File: config.mk
export PLATFORM = sky130hd
export DESIGN_NAME = idx_reg_port
export DESIGN_NICKNAME = d
export VERILOG_FILES = /design/src/rtl/idx_reg_port.sv
export SDC_FILE = /design/constraint.sdc
export NUM_CORES = 1
export LEC_CHECK = 0
export BUFFER_PORTS_ARGS = -buffer_cell sky130_fd_sc_hd__buf_2
export CAP_MARGIN = 20
export CORE_MARGIN = 5
export CORE_UTILIZATION = 45
export DETAILED_ROUTE_END_ITERATION = 10
export PLACE_DENSITY = 0.85
export SLEW_MARGIN = 20
export SYNTH_ARGS = -nofsm -noshare
export SYNTH_HDL_FRONTEND = slang
export SYNTH_SLANG_ARGS = --single-unit
File: constraint.sdc
create_clock -name clk -period 2.1 [get_ports clk]
set_input_delay 0.105 -clock clk [delete_from_list [all_inputs] [get_ports clk]]
set_output_delay 0.105 -clock clk [all_outputs]
set_load 0.02 [all_outputs]
File: src/rtl/idx_reg_port.sv
module idx_reg_port #(
  parameter int DW = 8
) (
  input  logic              clk,
  input  logic              rst_n,
  input  logic              host_en,
  input  logic              host_wr,
  input  logic [1:0]        host_loc,
  input  logic [2*DW-1:0]   host_wdata,
  output logic [DW-1:0]     host_rdata,
  output logic              host_rvalid,
  input  logic              cmd_ready,
  output logic [2*DW-3:0]   reg_addr,
  output logic              reg_re,
  input  logic [DW-1:0]     reg_rdata,
  output logic              reg_we,
  output logic [DW-1:0]     reg_wdata,
  output logic [2*DW-3:0]   reg_addr_hi,
  output logic              reg_we_hi,
  output logic [DW-1:0]     reg_wdata_hi
);
  localparam int IW       = 2 * DW;
  localparam int AW       = IW - 2;
  localparam int PAIR_BIT = IW - 2;

  localparam logic [1:0] LOC_LO   = 2'd0;
  localparam logic [1:0] LOC_HI   = 2'd1;
  localparam logic [1:0] LOC_DATA = 2'd2;
  localparam logic [1:0] LOC_STAT = 2'd3;

  logic [DW-1:0] idx_lo, idx_hi;
  logic [IW-1:0] index;
  logic          pair_mode;
  logic          wr_cyc, rd_cyc;

  assign index     = {idx_hi, idx_lo};
  assign pair_mode = index[PAIR_BIT];
  assign wr_cyc    = host_en && host_wr;
  assign rd_cyc    = host_en && !host_wr;

  always_ff @(posedge clk or negedge rst_n) begin
    if (!rst_n) begin
      idx_lo <= '0;
      idx_hi <= '0;
    end else if (wr_cyc) begin
      if (host_loc == LOC_LO) idx_lo <= host_wdata[DW-1:0];
      if (host_loc == LOC_HI) idx_hi <= host_wdata[DW-1:0];
    end
  end

  assign reg_addr     = index[AW-1:0];
  assign reg_addr_hi  = reg_addr + 1'b1;
  assign reg_we       = wr_cyc && host_loc == LOC_DATA;
  assign reg_we_hi    = reg_we && pair_mode;
  assign reg_wdata    = host_wdata[DW-1:0];
  assign reg_wdata_hi = host_wdata[IW-1:DW];
  assign reg_re       = rd_cyc && host_loc == LOC_DATA;

  always_ff @(posedge clk or negedge rst_n) begin
    if (!rst_n) begin
      host_rdata  <= '0;
      host_rvalid <= 1'b0;
    end else begin
      host_rvalid <= rd_cyc;
      if (rd_cyc) begin
        case (host_loc)
          LOC_DATA: host_rdata <= reg_rdata;
          LOC_STAT: host_rdata <= {{(DW-1){1'b0}}, cmd_ready};
          default:  host_rdata <= '0;
        endcase
      end
    end
  end
endmodule

# After elaboration in Yosys (flattened, before gate mapping)

Cells that the tools add are included.

Bits in registers: 24
Bits in latches: 0
RAM bits: 0
Bits in read-only memories: 0
Bits of input ports: 31
Output and inout port bits: 56
Word-level logic and storage cells: 18
Memories kept: 0

$add $sub $neg: 1
$mul: 0
Divide/modulo/power cells: 0
$lt $le $gt $ge: 0
Eq/ne operators: 3
Shift-type cells: 0
Muxes and demuxes: 1
Bitwise operators: 0
Reductions and logical operators: 9

Operator list:

| kind                                                             | number |
|---|---|
| 8-bit case mux with 2 select lines                               | 1 |
| 14-bit by 1-bit adder with 14-bit output (second input constant) | 1 |
| 1-bit logical AND                                                | 5 |
| 2-bit == test (second input constant)                            | 2 |
| 2-bit AND reduction                                              | 2 |
| 2-bit by 1-bit == test with 1-bit output (second input constant) | 1 |
| 2-bit zero test                                                  | 1 |
| 1-bit zero test                                                  | 1 |

# Longest topological paths before layout

Gate-level depths: netlist of the first run.

Depth in word-level cells: 3
Mapped depth: 4
Depth with buffers taken out: 4

# Least setup slack after synthesis of the first run

No wires, ideal clock.

Path kind: register to output
From: register idx_lo[0]
To: output reg_addr_hi[10]
Data arrival time: 1.495 ns
Required time: 1.995 ns
Setup slack: 0.500 ns
Cell stages (with the launch flop): 5
Path buffers: 0
Cell sequence: dfrtp_1 > ha_1 > nand4_1 > nor3_1 > xor2_1

Word-level cells in the longest chain between the ends: 1

RTL lines:

| element                                  | line | source |
|---|---|---|
| start: declaration                       | 31   | `logic [DW-1:0] idx_lo, idx_hi;` |
| start signal: assignment                 | 46   | `if (host_loc == LOC_LO) idx_lo <= host_wdata[DW-1:0];` |
| 14-bit by 1-bit adder with 14-bit output | 52   | `assign reg_addr_hi = reg_addr + 1'b1;` |
| end: declaration                         | 18   | `output logic [2*DW-3:0] reg_addr_hi,` |

Every way passes these cells.

# Worst setup path after layout of the first run

From: register idx_lo[0]
To: output reg_addr_hi[12]

The elaborated chain is that of the path after synthesis.

==> results by group, run 1 <==
Global route
  – Global-route wire length before repair: roughly 4900 µm
  – Pin count of the biggest net entering global routing: 25
  – Via count of the first global-routing pass: around 1000
  – Overall track demand over capacity in global routing: between 10% and 20%
  – Initial antenna violation count: 0
  – GRT overflow: 0

Floorplanning
  – Chip Height: around 64 µm
  – Number of ports placed on the die boundary: 87
  – Effective utilization at floorplan: a little under half
  – Std-Cell Rows: 19
  – Die extent in x: between 60 and 70 µm
  – Die area: a little over 4000 µm²
  – Area inside the core boundary: 2805 µm²

Outcome
  – Run status: completed

Detailed routing
  – Via density per instance: 5.200
  – Post-detailed-route count of antenna-violating nets: 0
  – Average routed wire per standard cell: 14.84 µm
  – Post-Route WL: around 3000 µm
  – Starting DRC count in detailed routing: 100
  – Total DRC errors in the routed layout: 0
  – Detailed-route via count: ~1100
  – TritonRoute pass-1 iters: 4

Clock network
  – Maximum root-to-sink buffer count: 2
  – Clock latency at the later pin of the worst-skew pair: roughly 300 ps
  – Clock root cell: sky130_fd_sc_hd__clkbuf_4
  – Clock-pin transition on the worst setup and hold timing paths: between 100 and 150 ps
  – CTS Buf Count: 3
  – TritonCTS Sinks: 24
  – TritonCTS clock tree: done
  – H-tree level count: 1

Job
  – Maxcap violations: 0

Final layout
  – Top library cells by usage in the layout, fill and taps aside: sky130_fd_sc_hd__buf_2, sky130_fd_sc_hd__dfrtp_1, sky130_fd_sc_hd__mux2_2, sky130_fd_sc_hd__xor2_1
  – Final design area excluding fillers: 1615 µm²
  – Most common cell after layout, fill and taps aside: sky130_fd_sc_hd__buf_2
  – Proportion of layout cells with a drive suffix above 1: ~53%
  – Diodes inserted: 0
  – Final core utilization: about 58%
  – Area growth syn-to-layout: 21.11%
  – Fin nets: a little over 200

Timing
  – Endpoints failing setup: 0
  – Count of final hold-check violations: 0
  – Slew at the pin closest to its max-slew limit: about 510 ps
  – Shortest period the worst path allows: around 1800 ps
  – Final clock period utilization by the worst path: approximately nine tenths
  – Peak clock frequency supported by timing: roughly 540 MHz
  – Worst clock skew: 0 ps
  – Slew Limit Fails: 0
  – Max transition margin: about two thirds
  – Unrepaired setup endpoints after global routing: no
  – Worst hold slack across all endpoints: ~12 ps
  – Setup TNS: 0 ps

Pwr
  – Power Density: between 900 and 1000 nW/µm²
  – Leakage Power: approximately 0.85 nW
  – IR Drop Worst-Case VDD: 0.5104 mV

Worst setup path
  – Sort of element at the start of the critical path: flip-flop
  – Type of destination of the critical path: output port
  – CP Data Required Time: ~2000 ps
  – Largest fanout on the critical path: 7
  – Arrival time reported for the critical path endpoint: around 1700 ps
  – Path type of the worst setup path: reg -> out

Logic synthesis
  – Netlist Area Pre-Place: 1334 µm²
  – Synthesized area divided by synthesized cell count: between 10 and 15 µm²
  – Synth cell types: 22
  – Synthesized Nets: between 150 and 200
  – Post-Syn Instances: around 120
  – Yosys warnings: 0
  – Share of synthesized area occupied by flip-flops and latches: a little under half
  – Number of register bits inferred by synthesis: 24

Place
  – Final HPWL from detailed placement: 2468 µm
  – Cell area reported after detailed placement: about 1500 µm²
  – Weighted congestion reported at the end of routability-driven placement: 0.8292
  – Total of buffers placed on input and output ports: 70

Min path
  – Hold Crit Class: in -> reg
-- where the power goes --
part           total, mW  internal [mW]  switching [mW]
registers          0.649          0.538           0.111
clock network      0.233          0.106           0.127
logic              0.577          0.224           0.352
-- path summary, 6_finish.rpt --
kind	from	to	cells past startpoint	slack (ps)
setup / recovery	idx_lo[0]	reg_addr_hi[12]	5	250
hold / removal	reg_rdata[3]	host_rdata[3]	2	10
setup reg to reg	idx_hi[0]	idx_hi[0]	1	1210
hold reg to reg	host_rdata[0]	host_rdata[0]	2	500
max in group asynchronous	rst_n	host_rvalid	2	1470
min in group asynchronous	rst_n	host_rdata[3]	2	290
-- through the flow --
step / std cells / total power [mW] / setup slack [ps]
floorplan: 121 / 1.070 / 499.7
global placement: 198 / 1.218 / 676.2
detailed placement: 198 / 1.235 / 580.2
CTS: 203 / 1.470 / 225.2
global route: 205 / 1.549 / 40.86
finish: 205 / 1.458 / 251.7
-- what timing repair did --
item / CTS / global route
resized for setup: 0 / 0
endpoints found under the hold margin: 24 / 2
hold buffers: 1 / 2
buffers inserted: 0 / 0
setup endpoints to repair: 0 / 0
-- logic make-up (layout without fill, tap and decap cells) --
family,count (synthesis),count (layout),synth area share [%]
AOI/OAI and AO/OA,8,8,4.972
and+or+nand+nor,32,32,13.51
muxes,16,16,13.51
buffers and inverters,28,81,14.16
DFF,24,24,45.03
xor gates and xnor gates,12,12,7.880
adders and majority gates,1,1,0.9379
-- critical path: stages, from the launching register on --
cell                      delay [ps]
sky130_fd_sc_hd__dfrtp_1         460
sky130_fd_sc_hd__ha_1            240
sky130_fd_sc_hd__nand4_1         190
sky130_fd_sc_hd__nor3_1          220
sky130_fd_sc_hd__xnor2_1         150
sky130_fd_sc_hd__buf_2           190
-- state kept, by name, indices dropped and copies added (netlist names) --
| signal | flops |
|---|---|
| host_rvalid | 1 |
| idx_hi | 7 |
| idx_lo | 8 |
| host_rdata | 8 |
-- layer usage --
layer	wire length, µm	global-route usage [%]	vias up
met5	0	0	-
li1	-	-	502
met3	309	3.972	6
met4	13	3.958	0
met2	1445	25.64	56
met1	1274	18.31	502
-- synthesized netlist by cell type --
master | number | share of area [%]
sky130_fd_sc_hd__nand4_1 | 4 | 1.9
sky130_fd_sc_hd__nor4_1 | 2 | 0.94
sky130_fd_sc_hd__clkbuf_1 | 1 | 0.28
sky130_fd_sc_hd__nand2b_1 | 2 | 0.94
sky130_fd_sc_hd__nand4b_2 | 1 | 1.1
sky130_fd_sc_hd__o21ai_0 | 1 | 0.37
sky130_fd_sc_hd__inv_1 | 4 | 1.1
sky130_fd_sc_hd__nor3_1 | 4 | 1.5
sky130_fd_sc_hd__nor3_4 | 1 | 1.2
sky130_fd_sc_hd__xor2_1 | 8 | 5.3
sky130_fd_sc_hd__clkbuf_2 | 1 | 0.37
sky130_fd_sc_hd__dfrtp_1 | 24 | 45
sky130_fd_sc_hd__nor2_2 | 1 | 0.47
sky130_fd_sc_hd__buf_4 | 22 | 12
sky130_fd_sc_hd__xnor2_1 | 4 | 2.6
sky130_fd_sc_hd__a22o_1 | 7 | 4.6
sky130_fd_sc_hd__nand3_1 | 5 | 1.9
sky130_fd_sc_hd__ha_1 | 1 | 0.94
sky130_fd_sc_hd__nand2_1 | 7 | 2.0
sky130_fd_sc_hd__nor2_1 | 4 | 1.1
sky130_fd_sc_hd__mux2_2 | 16 | 14
sky130_fd_sc_hd__and2_1 | 1 | 0.47
-- cell type report --
class / count / area (µm²)
Sequential cell: 24 / 600.6
Multi-Input combinational cell: 69 / 544.3
Fill cell: 239 / 1190
Clock buffer: 4 / 36.28
Tap cell: 31 / 38.79
Timing Repair Buffer: 73 / 380.4
Inverter: 4 / 15.01
(Power assumes the default switching activity.)
==> run 2: changes to the inputs <==
Settings changed: CELL_PAD_IN_SITES_DETAIL_PLACEMENT set to 1, CELL_PAD_IN_SITES_GLOBAL_PLACEMENT set to 2, CORE_UTILIZATION 45 to 25, PLACE_DENSITY 0.85 to unset, PLACE_DENSITY_LB_ADDON set to 0.1.
==> results by group, run 2 (same netlist as run 1, synthesis figures left out) <==
Place
  – Number of placed cells counting well taps: 237 (+20%)
  – Final HPWL from detailed placement: 3110 µm (+26%)
  – Weighted congestion reported at the end of routability-driven placement: 0.7827 (-5.6%)
  – Cell area reported after detailed placement: 1598 µm² (+3.1%)
  – Total of buffers placed on input and output ports: 70 (unchanged)

Global route
  – Initial antenna violation count: 0 (unchanged)
  – Pin count of the biggest net entering global routing: 25 (unchanged)
  – GRT overflow: 0 (unchanged)
  – Via count of the first global-routing pass: 1184 (+14%)
  – Overall track demand over capacity in global routing: 11.00% (-3.8 points)
  – Global-route wire length before repair: 6230 µm (+27%)

Pwr
  – Leakage Power: 0.8516 nW (about the same)
  – Combinational fraction of design power: 38.1% (-1.4 points)
  – Share of total power in sequential cells: 41.8% (-2.7 points)
  – Total power after layout: 1.547 mW (+6.1%)
  – Fraction of power spent switching nets: 40.00% (-0.51 points)
  – Power share of the clock group: 20.1% (+4.1 points)
  – IR Drop Worst-Case VDD: 0.2779 mV (-46%)
  – Power Density: 930.6 nW/µm² (+3.1%)
  – Reported net switching power: 619.0 µW (+4.8%)
  – Internal power component: 928.5 µW (+7.0%)

Detailed routing
  – Detailed-route via count: 1068 (+0.19%)
  – Post-Route WL: 3763 µm (+24%)
  – TritonRoute pass-1 iters: 4 (unchanged)
  – Starting DRC count in detailed routing: 28 (-72%)
  – Post-detailed-route count of antenna-violating nets: 0 (unchanged)
  – Via density per instance: 4.413 (-15%)
  – Average routed wire per standard cell: 15.55 µm (+4.8%)
  – Total DRC errors in the routed layout: 0 (unchanged)

Final layout
  – Fin nets: 205 (-0.97%)
  – Final Instance Count excl. Fillers: 242 (+18%)
  – Proportion of layout cells with a drive suffix above 1: 54.07% (+0.62 points)
  – Area growth syn-to-layout: 24.67%
  – Final core utilization: 32.35% (-25 points)
  – Diodes inserted: 0 (unchanged)
  – Final design area excluding fillers: 1663 µm² (+2.9%)
  – Top library cells by usage in the layout, fill and taps aside: sky130_fd_sc_hd__buf_2, sky130_fd_sc_hd__dfrtp_1, sky130_fd_sc_hd__mux2_2, sky130_fd_sc_hd__xor2_1
  – Most common cell after layout, fill and taps aside: sky130_fd_sc_hd__buf_2
  – Registers with the highest flip-flop counts: host_rdata (8), idx_lo (8), idx_hi (7)
  – Final-layout fill cell count: 622 (+160%)

Timing
  – Slew at the pin closest to its max-slew limit: 560.4 ps (+48.68 ps)
  – Unrepaired setup endpoints after global routing: no
  – Endpoints failing setup: 0 (unchanged)
  – Setup TNS: 0 ps (unchanged)
  – Peak clock frequency supported by timing: 533.5 MHz (-1.4%)
  – Worst clock skew: 0 ps (unchanged)
  – Final clock period utilization by the worst path: 89.26% (+1.2 points)
  – Count of final hold-check violations: 0 (unchanged)
  – Slew Limit Fails: 0 (unchanged)
  – Max transition margin: 62.64% (-3.2 points)
  – Shortest period the worst path allows: 1874 ps (+26.05 ps)

Job
  – Maxcap violations: 0 (unchanged)

Worst setup path
  – Reg-to-reg endpoint: idx_lo[3]
  – Sort of element at the start of the critical path: flip-flop
  – CP Data Required Time: 2000 ps (about the same)
  – Type of destination of the critical path: output port
  – R2R Path Start: idx_lo[3]
  – Worst R2R Setup Slack: 1230 ps (+20 ps)
  – Path type of the worst setup path: reg -> out
  – Arrival time reported for the critical path endpoint: 1770 ps (+30 ps)
  – Largest fanout on the critical path: 7 (unchanged)
  – Depth of the worst register-to-register path: 1 (unchanged)

Clock network
  – Clock-pin transition on the worst setup and hold timing paths: 80 ps (-40 ps)
  – Gates resized, CTS repair: 0 (unchanged)
  – CTS Buf Count: 3 (unchanged)
  – Clock root cell: sky130_fd_sc_hd__clkbuf_8
  – TritonCTS clock tree: done
  – TritonCTS Sinks: 24 (unchanged)
  – Clock latency at the later pin of the worst-skew pair: 260 ps (-40 ps)
  – H-tree level count: 1 (unchanged)
  – Maximum root-to-sink buffer count: 2 (unchanged)

Floorplanning
  – Die extent in x: 83.04 µm (+29%)
  – Area inside the core boundary: 5140 µm² (+83%)
  – Std-Cell Rows: 26 (+7)
  – Number of ports placed on the die boundary: 87 (unchanged)
  – Effective utilization at floorplan: 25.95% (-22 points)
  – Die area: 6896 µm² (+66%)
  – Chip Height: 83.04 µm (+29%)

Min path
  – Hold path startpoint: reg_rdata[2]
  – Worst Hold Path Cells: 2 (unchanged)
  – Hold Crit Class: in -> reg
  – Endpoint with the worst hold slack: host_rdata[2]

Outcome
  – Run status: completed
[run 2: cell count changes in the layout (fill, tap and decap cells not counted), sizes merged]
cell | before | now
dlygate4sd3 | 3 | 1
[run 2: cell type report]
type	count	area (µm²)	share of cell area, %
tap	70	87.58	5.267
clock buffer	4	55.05	3.311
sequential	24	600.6	36.12
timing repair buffer	71	360.3	21.67
inverter	4	15.01	0.9029
multi-input combinational	69	544.3	32.73
[run 2: metal layers]
layer	vias to the layer above	wire [µm]	part of all wire, %	global-route usage, %
li1	498	-	-	-
met1	515	1579	42	13.34
met2	51	1840	49	18.59
met3	4	315	8.4	3.465
met4	0	28	0.74	3.269
met5	-	0	0	0
[run 2: through the flow]
| step | setup slack, ps | hold WS [ps] |
|---|---|---|
| floorplan | 499.7 | -190.6 |
| global placement | 583.5 | 124.7 |
| detailed placement | 491.8 | 135.8 |
| CTS | 197.5 | 45.34 |
| global route | 70.49 | 38.05 |
| finish | 225.6 | 54.85 |
[run 2: worst max-delay path by stage]
stage	end	startpoint	slack (ps)	cells after the start
finish	reg_addr_hi[10]	idx_lo[0]	230	5
detailed placement	reg_addr_hi[10]	idx_lo[0]	490	5
CTS	reg_addr_hi[10]	idx_lo[0]	200	5
global route	reg_addr_hi[10]	idx_lo[1]	70	5
floorplan	reg_addr_hi[10]	idx_lo[0]	500	4
global placement	reg_addr_hi[10]	idx_lo[0]	580	5
[run 2: what timing repair did]
item / in CTS / in global routing
hold buffers: 1 / 0
hold endpoints to repair: 24 / 0
buffers inserted: 0 / 0
[run 2: power by group through the flow]
stage | Clock (mW) | Combinational, mW | Sequential (mW)
floorplan | 0 | 0.387 | 0.682
CTS | 0.331 | 0.601 | 0.650
global route | 0.350 | 0.637 | 0.664
detailed placement | 0 | 0.598 | 0.658
finish | 0.311 | 0.589 | 0.647
global placement | 0 | 0.590 | 0.652
[run 2: critical path: stages, from the launching register on]
cell and delay (ps):
sky130_fd_sc_hd__dfrtp_1 470, sky130_fd_sc_hd__ha_1 250, sky130_fd_sc_hd__nand4_1 210, sky130_fd_sc_hd__nor3_1 240
sky130_fd_sc_hd__xor2_1 160, sky130_fd_sc_hd__buf_2 180
==> run 3: changes to the inputs <==
Settings changed: CORE_UTILIZATION 25 to 21.
Clock period 2.1 ns to 1.7 ns, I/O delays scaled along.
==> results by group, run 3 (same netlist as run 1, synthesis figures left out) <==
Detailed routing
  – Detailed-route via count: 1072 (+0.37%)
  – Post-Route WL: 4023 µm (+6.9%)
  – Total DRC errors in the routed layout: 0 (unchanged)
  – Via density per instance: 4.220 (-4.4%)
  – Average routed wire per standard cell: 15.84 µm (+1.9%)
  – TritonRoute pass-1 iters: 3 (-1)
  – Post-detailed-route count of antenna-violating nets: 0 (unchanged)
  – Starting DRC count in detailed routing: 20 (-29%)

Global route
  – Overall track demand over capacity in global routing: 10.33% (-0.66 points)
  – GRT overflow: 0 (unchanged)
  – Global-route wire length before repair: 6313 µm (+1.3%)
  – Pin count of the biggest net entering global routing: 25 (unchanged)
  – Via count of the first global-routing pass: 1204 (+1.7%)
  – Initial antenna violation count: 0 (unchanged)

Worst setup path
  – Critical path cell sequence: ha_4 -> nand4_1 -> nor3_2 -> xnor2_1 -> buf_4
  – Reg-to-reg endpoint: idx_lo[0]
  – R2R Path Start: idx_lo[0]
  – Largest fanout on the critical path: 4 (-3)
  – Slowest cell on the critical path: sky130_fd_sc_hd__dfrtp_1
  – Biggest cell delay along the critical path: 400 ps (-70 ps)
  – Type of destination of the critical path: output port
  – Depth of the worst register-to-register path: 2 (+1)
  – Worst R2R Setup Slack: 740 ps (-490 ps)
  – Sort of element at the start of the critical path: flip-flop
  – Path type of the worst setup path: reg -> out
  – CP Data Required Time: 1620 ps (-380 ps)
  – Arrival time reported for the critical path endpoint: 1620 ps (-150 ps)

Final layout
  – Fin nets: 210 (+2.4%)
  – Sequential cell area: 606.8 µm² (+1.0%)
  – Diodes inserted: 0 (unchanged)
  – Area growth syn-to-layout: 33.96%
  – Registers with the highest flip-flop counts: host_rdata (8), idx_lo (8), idx_hi (7)
  – Most common cell after layout, fill and taps aside: sky130_fd_sc_hd__buf_2
  – Final-layout fill cell count: 737 (+18%)
  – Area of the multi-input gates: 586.8 µm² (+7.8%)
  – Proportion of layout cells with a drive suffix above 1: 62.15% (+8.1 points)
  – Top library cells by usage in the layout, fill and taps aside: sky130_fd_sc_hd__buf_2, sky130_fd_sc_hd__dfrtp_1, sky130_fd_sc_hd__mux2_2, sky130_fd_sc_hd__buf_4, sky130_fd_sc_hd__xor2_1

Floorplanning
  – Die extent in x: 89.70 µm (+8.0%)
  – Effective utilization at floorplan: 21.25% (-4.7 points)
  – Die area: 8045 µm² (+17%)
  – Number of ports placed on the die boundary: 87 (unchanged)
  – Chip Height: 89.70 µm (+8.0%)
  – Std-Cell Rows: 29 (+12%)
  – Area inside the core boundary: 6277 µm² (+22%)

Clock network
  – Clock latency at the later pin of the worst-skew pair: 260 ps (about the same)
  – H-tree level count: 1 (unchanged)
  – Clock root cell: sky130_fd_sc_hd__clkbuf_8
  – CTS Buf Count: 3 (unchanged)
  – Maximum root-to-sink buffer count: 2 (unchanged)
  – TritonCTS clock tree: done
  – Clock-pin transition on the worst setup and hold timing paths: 100 ps (+20 ps)
  – TritonCTS Sinks: 24 (unchanged)

Pwr
  – IR Drop Worst-Case VDD: 0.4613 mV (+66%)
  – Combinational fraction of design power: 38.3% (+0.2 points)
  – Power Density: 1190 nW/µm² (+28%)
  – Leakage Power: 0.8808 nW (+3.4%)
  – Fraction of power spent switching nets: 38.31% (-1.7 points)
  – Reported net switching power: 814.3 µW (+32%)
  – Internal power component: 1.311 mW (+41%)
  – Power share of the clock group: 24.5% (+4.4 points)
  – Share of total power in sequential cells: 37.2% (-4.6 points)

Timing
  – Slew Limit Fails: 0 (unchanged)
  – Shortest period the worst path allows: around 1700 ps
  – Peak clock frequency supported by timing: 587.9 MHz
  – Final clock period utilization by the worst path: 100.1%
  – Max transition margin: 60.55% (-2.1 points)
  – Final WS setup: -0.8552 ps (-226.5 ps)
  – Worst clock skew: 0 ps (unchanged)
  – Endpoints failing setup: 1 (+1)
  – Setup TNS: -0.8552 ps (-0.8552 ps)
  – Count of final hold-check violations: 0 (unchanged)
  – Unrepaired setup endpoints after global routing: yes
  – Slew at the pin closest to its max-slew limit: 591.7 ps (+31.33 ps)

Outcome
  – Violations in the final reports: negative setup slack
  – Run status: finished, violations left

Place
  – Weighted congestion reported at the end of routability-driven placement: 0.7788 (-0.50%)
  – Final HPWL from detailed placement: 3247 µm (+4.4%)
  – Total of buffers placed on input and output ports: 70 (unchanged)
  – Pre-CTS setup slack: 246.3 ps (-245.5 ps)

Min path
  – Hold Crit Class: in -> reg
  – Endpoint with the worst hold slack: host_rdata[7]
  – Worst Hold Path Cells: 2 (unchanged)
  – Hold path startpoint: reg_rdata[7]

Job
  – Maxcap violations: 0 (unchanged)
==> run 3: changes by cell type in the layout (fill, tap and decap cells not counted), sizes merged <==
cell	before	now
buf	70	75
bufinv	0	1
clkbuf	4	3
==> run 3: final cells by class <==
class / count / share of cell area, %
Tap cell: 77 / 5.392
Inverter: 4 / 0.8403
Timing Repair Buffer: 76 / 22.97
Clock inverter: 1 / 1.681
Multi-Input combinational cell: 69 / 32.84
Sequential cell: 24 / 33.96
Clock buffer: 3 / 2.311
==> run 3: metal layers <==
layer | part of all wire, % | vias to the layer above | track usage [%] | wire length, µm
met2 | 49 | 42 | 17.49 | 1991
met5 | 0 | - | 0 | 0
li1 | - | 507 | - | -
met4 | 0.82 | 0 | 3.789 | 33
met1 | 41 | 517 | 12.72 | 1648
met3 | 8.7 | 6 | 2.464 | 350
==> run 3: power by group through the flow <==
stage	Combinational (mW)	Clock [mW]	Sequential, mW
floorplan	0.479	0	0.843
global placement	0.791	0	0.786
detailed placement	0.791	0	0.795
CTS	0.796	0.533	0.786
global route	0.877	0.554	0.816
finish	0.815	0.521	0.790
==> run 3: through the flow <==
step	hold slack [ps]	area, µm²	util (%)	std cells	total power [mW]
floorplan	-210.6	1334	-	121	1.321
CTS	13.73	1727	27.51	253	2.115
detailed placement	139.8	1637	26.07	248	1.586
finish	14.89	1787	28.46	254	2.125
global placement	114.9	1637	26.07	248	1.577
global route	12.31	1787	28.46	254	2.246
==> run 3: worst max-delay path by stage <==
stage,from,slack [ps],cells past startpoint,to
floorplan,idx_lo[0],120,4,reg_addr_hi[10]
global placement,idx_lo[3],240,4,reg_addr_hi[9]
detailed placement,idx_lo[2],250,4,reg_addr_hi[13]
CTS,idx_lo[0],-20,5,reg_addr_hi[10]
global route,idx_lo[0],-70,5,reg_addr_hi[12]
finish,idx_lo[0],-0.9,5,reg_addr_hi[12]
==> run 3: timing repair <==
action | 4_1_cts | 5_1_grt
hold endpoints to repair | 24 | 0
resized for setup | 3 | 15
endpoints found under the setup margin | 4 | 7
buffers inserted | 0 | 1
pin swaps | 0 | 6
hold buffers | 1 | 0
==> run 3: critical path: cells and delay by family, from the launching register on <==
kind / cells / cell delay, ps
flops: 1 / 400
fa+ha+maj: 1 / 140
xor+xnor: 1 / 160
buf+inv: 1 / 170
simple gates: 2 / 470
